==> src/rtl/stgen_pkg.sv <==
`timescale 1ns/1ps
// Shared constants for the self-test pattern generator.
// Assumes an LFSR width of at least 2; the tap mask must describe a
// primitive polynomial for the period to be maximal.
package stgen_pkg;
    localparam int unsigned LFSR_W     = 8;
    // taps 8,6,5,4 mapped onto state bits 7,5,4,3
    localparam logic [LFSR_W-1:0] TAP_MASK   = 8'hB8;
    localparam logic [LFSR_W-1:0] WRAP_STATE = 8'h01;
    localparam int unsigned FIRST_WRAP = 193;
endpackage

==> src/rtl/stgen_lfsr_core.sv <==
`timescale 1ns/1ps
// Fibonacci LFSR that shifts toward the MSB and feeds parity of the tapped
// bits into bit 0. The reset state is derived at elaboration: it is the
// wrap state stepped forward (PERIOD - FIRST_WRAP) times, so that after
// FIRST_WRAP advances it reaches the wrap state. Assumes FIRST_WRAP < PERIOD.
module stgen_lfsr_core #(
    parameter int unsigned       W          = stgen_pkg::LFSR_W,
    parameter logic [W-1:0]      TAPS       = stgen_pkg::TAP_MASK,
    parameter logic [W-1:0]      WRAP_STATE = stgen_pkg::WRAP_STATE,
    parameter int unsigned       FIRST_WRAP = stgen_pkg::FIRST_WRAP
) (
    input  logic         clk,
    input  logic         rst_n,
    input  logic         adv_i,
    output logic [W-1:0] state_o,
    output logic [W-1:0] next_o,
    output logic         bit_o
);
    localparam int unsigned PERIOD = (1 << W) - 1;
    localparam int unsigned REWIND = PERIOD - FIRST_WRAP;

    function automatic logic [W-1:0] step_fn(input logic [W-1:0] s);
        return {s[W-2:0], ^(s & TAPS)};
    endfunction

    function automatic logic [W-1:0] rewind_fn(input logic [W-1:0] anchor);
        logic [W-1:0] s;
        s = anchor;
        for (int k = 0; k < int'(REWIND); k++) begin
            s = step_fn(s);
        end
        return s;
    endfunction

    localparam logic [W-1:0] RESET_STATE = rewind_fn(WRAP_STATE);

    logic [W-1:0] state_q;

    // next value of the register if it advances this cycle
    always_comb begin
        next_o = step_fn(state_q);
    end

    // state register: reset load, advance on enable, hold otherwise
    always_ff @(posedge clk) begin
        if (!rst_n) begin
            state_q <= RESET_STATE;
        end else if (adv_i) begin
            state_q <= next_o;
        end
    end

    assign state_o = state_q;
    assign bit_o   = state_q[W-1];

    AST_HOLD_WHEN_IDLE: assert property (@(posedge clk) disable iff (!rst_n)
        !adv_i |=> $stable(state_q));
    AST_SHIFT_UP: assert property (@(posedge clk) disable iff (!rst_n)
        adv_i |=> state_q[W-1:1] == $past(state_q[W-2:0]));
    AST_NEVER_ZERO: assert property (@(posedge clk) disable iff (!rst_n)
        state_q != '0);
endmodule

==> src/rtl/stgen_wrap_mark.sv <==
`timescale 1ns/1ps
// Wrap marker: registers a one-cycle pulse when the LFSR advances into the
// wrap state. Assumes the wrap state is not a fixed point of the step.
module stgen_wrap_mark #(
    parameter int unsigned  W          = stgen_pkg::LFSR_W,
    parameter logic [W-1:0] WRAP_STATE = stgen_pkg::WRAP_STATE
) (
    input  logic         clk,
    input  logic         rst_n,
    input  logic         adv_i,
    input  logic [W-1:0] next_i,
    output logic         mark_o
);
    logic mark_q;

    // marker register: set only by an advance landing on the wrap state
    always_ff @(posedge clk) begin
        if (!rst_n) begin
            mark_q <= 1'b0;
        end else begin
            mark_q <= adv_i && (next_i == WRAP_STATE);
        end
    end

    assign mark_o = mark_q;

    AST_MARK_SINGLE: assert property (@(posedge clk) disable iff (!rst_n)
        mark_q |=> !mark_q);
    AST_MARK_AFTER_STEP: assert property (@(posedge clk) disable iff (!rst_n)
        mark_q |-> $past(adv_i));
endmodule

==> src/rtl/stgen_route.sv <==
`timescale 1ns/1ps
// Output routing: picks the delay-line source and the observation bus
// content. Purely combinational; assumes selects are stable per cycle.
module stgen_route #(
    parameter int unsigned W = stgen_pkg::LFSR_W
) (
    input  logic         src_sel_i,
    input  logic         ext_din_i,
    input  logic         pat_bit_i,
    input  logic         show_state_i,
    input  logic [W-1:0] state_i,
    input  logic [W-1:0] phase_i,
    output logic         line_din_o,
    output logic [W-1:0] obs_o
);
    // delay-line source select
    always_comb begin
        line_din_o = src_sel_i ? pat_bit_i : ext_din_i;
    end

    for (genvar i = 0; i < int'(W); i++) begin : g_obs
        // per-lane observation select
        always_comb begin
            obs_o[i] = show_state_i ? state_i[i] : phase_i[i];
        end
    end
endmodule

==> src/rtl/selftest_pattern_gen.sv <==
`timescale 1ns/1ps
// Top of the self-test pattern generator: LFSR core, wrap marker and
// output routing. Assumes one clock domain and a synchronous reset.
module selftest_pattern_gen (
    input  logic       clk,
    input  logic       rst_n,
    input  logic       step_en_i,
    input  logic       src_sel_i,
    input  logic       ext_din_i,
    input  logic       show_state_i,
    input  logic [7:0] phase_i,
    output logic       pat_bit_o,
    output logic       wrap_mark_o,
    output logic       line_din_o,
    output logic [7:0] obs_o
);
    localparam int unsigned W = stgen_pkg::LFSR_W;

    logic [W-1:0] state_w;
    logic [W-1:0] next_w;
    logic         bit_w;

    stgen_lfsr_core #(
        .W          (W),
        .TAPS       (stgen_pkg::TAP_MASK),
        .WRAP_STATE (stgen_pkg::WRAP_STATE),
        .FIRST_WRAP (stgen_pkg::FIRST_WRAP)
    ) core_i (
        .clk     (clk),
        .rst_n   (rst_n),
        .adv_i   (step_en_i),
        .state_o (state_w),
        .next_o  (next_w),
        .bit_o   (bit_w)
    );

    stgen_wrap_mark #(
        .W          (W),
        .WRAP_STATE (stgen_pkg::WRAP_STATE)
    ) mark_i (
        .clk    (clk),
        .rst_n  (rst_n),
        .adv_i  (step_en_i),
        .next_i (next_w),
        .mark_o (wrap_mark_o)
    );

    stgen_route #(
        .W (W)
    ) route_i (
        .src_sel_i    (src_sel_i),
        .ext_din_i    (ext_din_i),
        .pat_bit_i    (bit_w),
        .show_state_i (show_state_i),
        .state_i      (state_w),
        .phase_i      (phase_i),
        .line_din_o   (line_din_o),
        .obs_o        (obs_o)
    );

    assign pat_bit_o = bit_w;
endmodule

==> config.mk <==
export PLATFORM = sky130hd
export DESIGN_NAME = selftest_pattern_gen
export DESIGN_NICKNAME = d
export VERILOG_FILES = /design/src/rtl/stgen_pkg.sv /design/src/rtl/stgen_lfsr_core.sv /design/src/rtl/stgen_wrap_mark.sv /design/src/rtl/stgen_route.sv /design/src/rtl/selftest_pattern_gen.sv
export SDC_FILE = /design/constraint.sdc
export NUM_CORES = 1
export LEC_CHECK = 0
export BUFFER_PORTS_ARGS = -buffer_cell sky130_fd_sc_hd__buf_2
export CORE_AREA = 2 2 39 41
export CTS_CLUSTER_DIAMETER = 80
export DETAILED_ROUTE_END_ITERATION = 8
export DIE_AREA = 0 0 41 43
export PLACE_DENSITY = 0.74
export SETUP_SLACK_MARGIN = 0.3
export SYNTH_ARGS = -nofsm -noshare
export SYNTH_HDL_FRONTEND = slang
export SYNTH_HIERARCHICAL = 1
export SYNTH_SLANG_ARGS = --single-unit
==> constraint.sdc <==
create_clock -name clk -period 1.85 [get_ports clk]
set_input_delay 0.185 -clock clk [delete_from_list [all_inputs] [get_ports clk]]
set_output_delay 0.185 -clock clk [all_outputs]
set_load 0.02 [all_outputs]
== After elaboration in Yosys (flattened, before gate mapping) ==
Cells that the tools add are included.
Word-level totals
  register bits: 9
  output and inout bits: 11
  logic and storage cells: 14
Operators by class
  equal/unequal tests: 1
  multiplexer cells: 9
  reductions and logical operators: 2
Operator list (count)
  two-way mux 1 bit: 9
  equality test 8 x 1 -> 1 bit (second input constant): 1
  XOR reduction 8 bit: 1
  logical AND 1 bit: 1

== Depth between registers and ports, before layout ==
  word-level depth: 3
  gate-level depth with buffers: 4
  depth with buffers taken out: 4

== Hierarchy ==
The synthesis kept the hierarchy.
Modules (own cells, without submodules)
  stgen_lfsr_core: times used 1, cells each 37, area an instance 371.6 um^2, seq. area each 160.2 um^2
  stgen_route: times used 1, cells each 10, area an instance 142.6 um^2, seq. area each 0.0 um^2
  stgen_wrap_mark: times used 1, cells each 4, area an instance 53.8 um^2, seq. area each 20.0 um^2

== Least setup slack after synthesis ==
Ideal clock, no wire load.
  path type: reg2reg
  start point: reg core_i.state_q[7], in the netlist core_i/state_o[7]
  end point: reg mark_i.mark_q, in the netlist mark_i/mark_o
  data arrival time: 1.360 ns
  required time: 1.762 ns
  setup slack: 0.402 ns
  stages on the path, launching flop included: 5
  path buffers: 0
  path through: dfxtp_1 xnor2_1 xnor2_1 or4b_1 nor4_2
On the way
  word-level cells in the longest chain between the ends: 3
RTL lines
  start: declaration: line stgen_lfsr_core.sv:37  | logic [W-1:0] state_q;
  start signal: assignment: line stgen_lfsr_core.sv:49  | state_q <= next_o;
  XOR reduction 8 bit: line stgen_lfsr_core.sv:23  | return {s[W-2:0], ^(s & TAPS)};
  named net next_w[0]: line selftest_pattern_gen.sv:20  | logic [W-1:0] next_w;
  equality test 8 x 1 -> 1 bit: line stgen_wrap_mark.sv:21  | mark_q <= adv_i && (next_i == WRAP_STATE);
  logical AND 1 bit: line stgen_wrap_mark.sv:21
  end signal: assignment: line stgen_wrap_mark.sv:21
  end: declaration: line stgen_wrap_mark.sv:14  | logic mark_q;
The timed path passes the listed nets, and every way through them passes these cells.
A chain may end at the register's enable or synchronous reset.

== Final worst setup path ==
  start point: reg core_i.state_q[3], in the netlist core_i/state_o[3]
  end point: reg mark_i.mark_q, in the netlist mark_i/mark_o
The elaborated chain is that of the path after synthesis.

==> flow_summary_export.csv <==
group,metric,value,unit
run_status,outcome,"finished clean",
timing,finalHoldViolations,0,
worst_hold_path,hp-class,"primary input to register",
cts,clock_latency,0.25,ns
global_route,antenna_found_initial,0,
cts,numCtsBuffers,3,
cts,path_clk_slew,0.06,ns
timing,finalClockSkew,0.000334,ns
worst_setup_path,cp_slowest_cell,"or4b_1",
placed_design,dpl_worst_slack,0.439,ns
placed_design,dp.cells,81,
die,chipHeight,43,um
placed_design,postPlaceCellArea,632,um2
die,die_width,41,um
worst_setup_path,cp_top_family,"simple AND/OR/NAND/NOR gates",
die,coreArea,1380,um2
worst_setup_path,crit_buf_inv,0,
timing,fin_crit_sh,0.764,
timing,maxSlewHeadroom,0.837,
cts,root_buffer,"clkbuf_4",
logic_synthesis,syn_inst,51,
global_route,grt_first_pass_wirelength,1.55,mm
detailed_routing,drcViolationCount,0,
detailed_routing,num_vias,395,
cts,clock-sinks,9,
layout,layoutNonFillerInstCount,85,
timing,max_slew.worst_pin.slew,0.245,ns
power_and_ir_drop,switching_share,0.286,
detailed_routing,wl_per_cell,11.7,um
worst_setup_path,crit_start,"core_i/state_o[3]$_SDFFE_PN0P_",
worst_hold_path,hold_end,"core_i/state_o[1]$_SDFFE_PN1P_",
power_and_ir_drop,combPwrFrac,0.262,
worst_setup_path,worstSetupPathDepth,4,
job,maxCapViolations,0,
worst_hold_path,worstHoldStart,"rst_n",
worst_setup_path,cp-start-kind,"register",
timing,setup_viol_count_final,0,
worst_setup_path,rr_endpoint,"mark_i/mark_o$_SDFF_PN0_",
die,rows,14,
worst_setup_path,rr_startpoint,"core_i/state_o[3]$_SDFFE_PN0P_",
die,start_util,0.410,
cts,cts_tree,"built",
timing,fin_ws,0.436,ns
timing,maxSlewViolCount,0,
power_and_ir_drop,powerDensity,770,nW/um2
worst_setup_path,critPathRequiredTime,2.02,ns
power_and_ir_drop,clockPowerShare,0.292,
layout,area_delta_synth_final,16.1,%
logic_synthesis,yosysWarningCount,6,
global_route,grt_use_total,0.138,
layout,fin_area,659,um2
logic_synthesis,syn-num-nets,65,
timing,fin_crit,1.41,ns
worst_setup_path,end_kind,"register",
placed_design,gp_congestion,0.626,
power_and_ir_drop,switchingPower,0.145,mW
die,dieArea,1760,um2
layout,n_antenna_cell,0,
global_route,grt_pass1_vias,385,
detailed_routing,drt_iter0_drc,3,
worst_setup_path,r2r_slack,0.44,ns
detailed_routing,ant_nets,0,
cts,h-tree-depth,1,
detailed_routing,viasPerCell,4.65,
detailed_routing,first_pass_iters,4,
power_and_ir_drop,p_leak,0.334,nW
worst_setup_path,path_cells,"xor2_1 -> xnor2_1 -> or4b_1 -> nor4_2",
logic_synthesis,yosysSeqAreaShare,0.317,
logic_synthesis,avgSynthCellArea,11.1,um2
layout,fin_nets,84,
power_and_ir_drop,ir_drop,249,uV
cts,clk_path_buf_depth,2,
power_and_ir_drop,seq_power_share,0.445,
global_route,grt_max_degree,11,
detailed_routing,wl,992,um
worst_setup_path,cp_slowest_stage_delay,0.46,ns
worst_setup_path,reg2reg_depth,4,
global_route,grt_remaining_overflow,0,
die,pin_count,25,
power_and_ir_drop,intPower,0.362,mW
worst_setup_path,worstPathArrival,1.59,ns
logic_synthesis,syn_area,568,um2
layout,final_cell_mix,"buf_2, dfxtp_1, mux2_4",
worst_setup_path,path_max_fanout,5,
layout,final_common_cell,"buf_2",
worst_hold_path,holdPathStages,2,
logic_synthesis,synth-seq-cells,9,
layout,fill_cells,128,
logic_synthesis,synth_cell_types,17,
timing,fin_tns_setup,0,ns
timing,fmax,0.707,GHz
worst_setup_path,worstSetupPathType,"register to register",
placed_design,io_buffers,24,
layout,drive_gt1_frac,0.551,
timing,rsz0062_at_grt,"no",
-- layout make-up --
cell class                      count  area, um2  share of cell area
Tap cell                           16       20.0              0.0304
Sequential cell                     9        181               0.275
Clock buffer                        4       26.3              0.0398
Inverter                            1       3.75             0.00569
Timing Repair Buffer               24        120               0.182
Multi-Input combinational cell     31        308               0.467
-- worst reg2reg max path, delay by kind of cell, from the launching register on --
kind	cells	cell delay, ns
and+or+nand+nor	2	0.59
DFF	1	0.40
xor gates and xnor gates	2	0.34
-- Yosys cell counts (all sizes together) --
master	count	area [um2]
dfxtp	9	180
xor2	1	8.76
inv	1	3.75
o21ba	1	10.0
mux2i	7	70.1
xnor2	2	17.5
or4bb	1	11.3
or4b	1	10.0
nor2b	2	12.5
nand2	5	18.8
buf	10	76.3
mux2	9	131
nor4	1	12.5
o21ai	1	5.00
-- stage by stage --
step | util | power (mW) | hold slack (ns)
3_3_place_gp | 0.457 | 0.360 | 0.431
3_5_place_dp | 0.457 | 0.364 | 0.432
2_1_floorplan | - | 0.343 | 0.247
6_report | 0.476 | 0.508 | 0.172
5_1_grt | 0.476 | 0.544 | 0.160
4_1_cts | 0.476 | 0.514 | 0.167
-- cell families (layout without fill, tap and decap cells) --
logic type	Yosys count	count (layout)	share of synthesized area
AOI/OAI and AO/OA	2	2	0.0264
buffers and inverters	11	29	0.141
xor gates and xnor gates	3	3	0.0463
DFF	9	9	0.317
and+or+nand+nor	10	10	0.115
muxes	16	16	0.355
-- worst max path at each step --
stage,to,slack (ns)
6_report,mark_i/mark_o$_SDFF_PN0_,0.44
5_1_grt,mark_i/mark_o$_SDFF_PN0_,0.31
4_1_cts,mark_i/mark_o$_SDFF_PN0_,0.42
3_5_place_dp,mark_i/mark_o$_SDFF_PN0_,0.44
3_3_place_gp,mark_i/mark_o$_SDFF_PN0_,0.47
2_1_floorplan,mark_i/mark_o$_SDFF_PN0_,0.40
-- per-layer routing --
layer  GRT usage  wire, um  vias up  share of wire
met3      0.0471        61        0          0.061
met5           0         0        -              0
met2       0.247       557       14           0.56
met4       0.100         0        0              0
met1       0.110       373      180           0.38
li1            -         -      201              -
-- registers in the layout, summed over array words and instances (netlist names) --
name,count
mark_i/mark_o,1
core_i/state_o,8
-- timing repair --
action                     4_1_cts  5_1_grt
setup endpoints to repair        0        1
buffers inserted                 0        0
hold buffers                     0        0
resized for setup                0        1
-- power groups by stage --
stage / Sequential [mW] / Clock (mW) / Combinational (mW)
floorplan: 0.227 / 0 / 0.116
global placement: 0.229 / 0 / 0.131
detailed placement: 0.230 / 0 / 0.134
CTS: 0.226 / 0.153 / 0.134
global route: 0.229 / 0.169 / 0.146
finish: 0.226 / 0.148 / 0.133
Power figures use the tool's default switching activity.
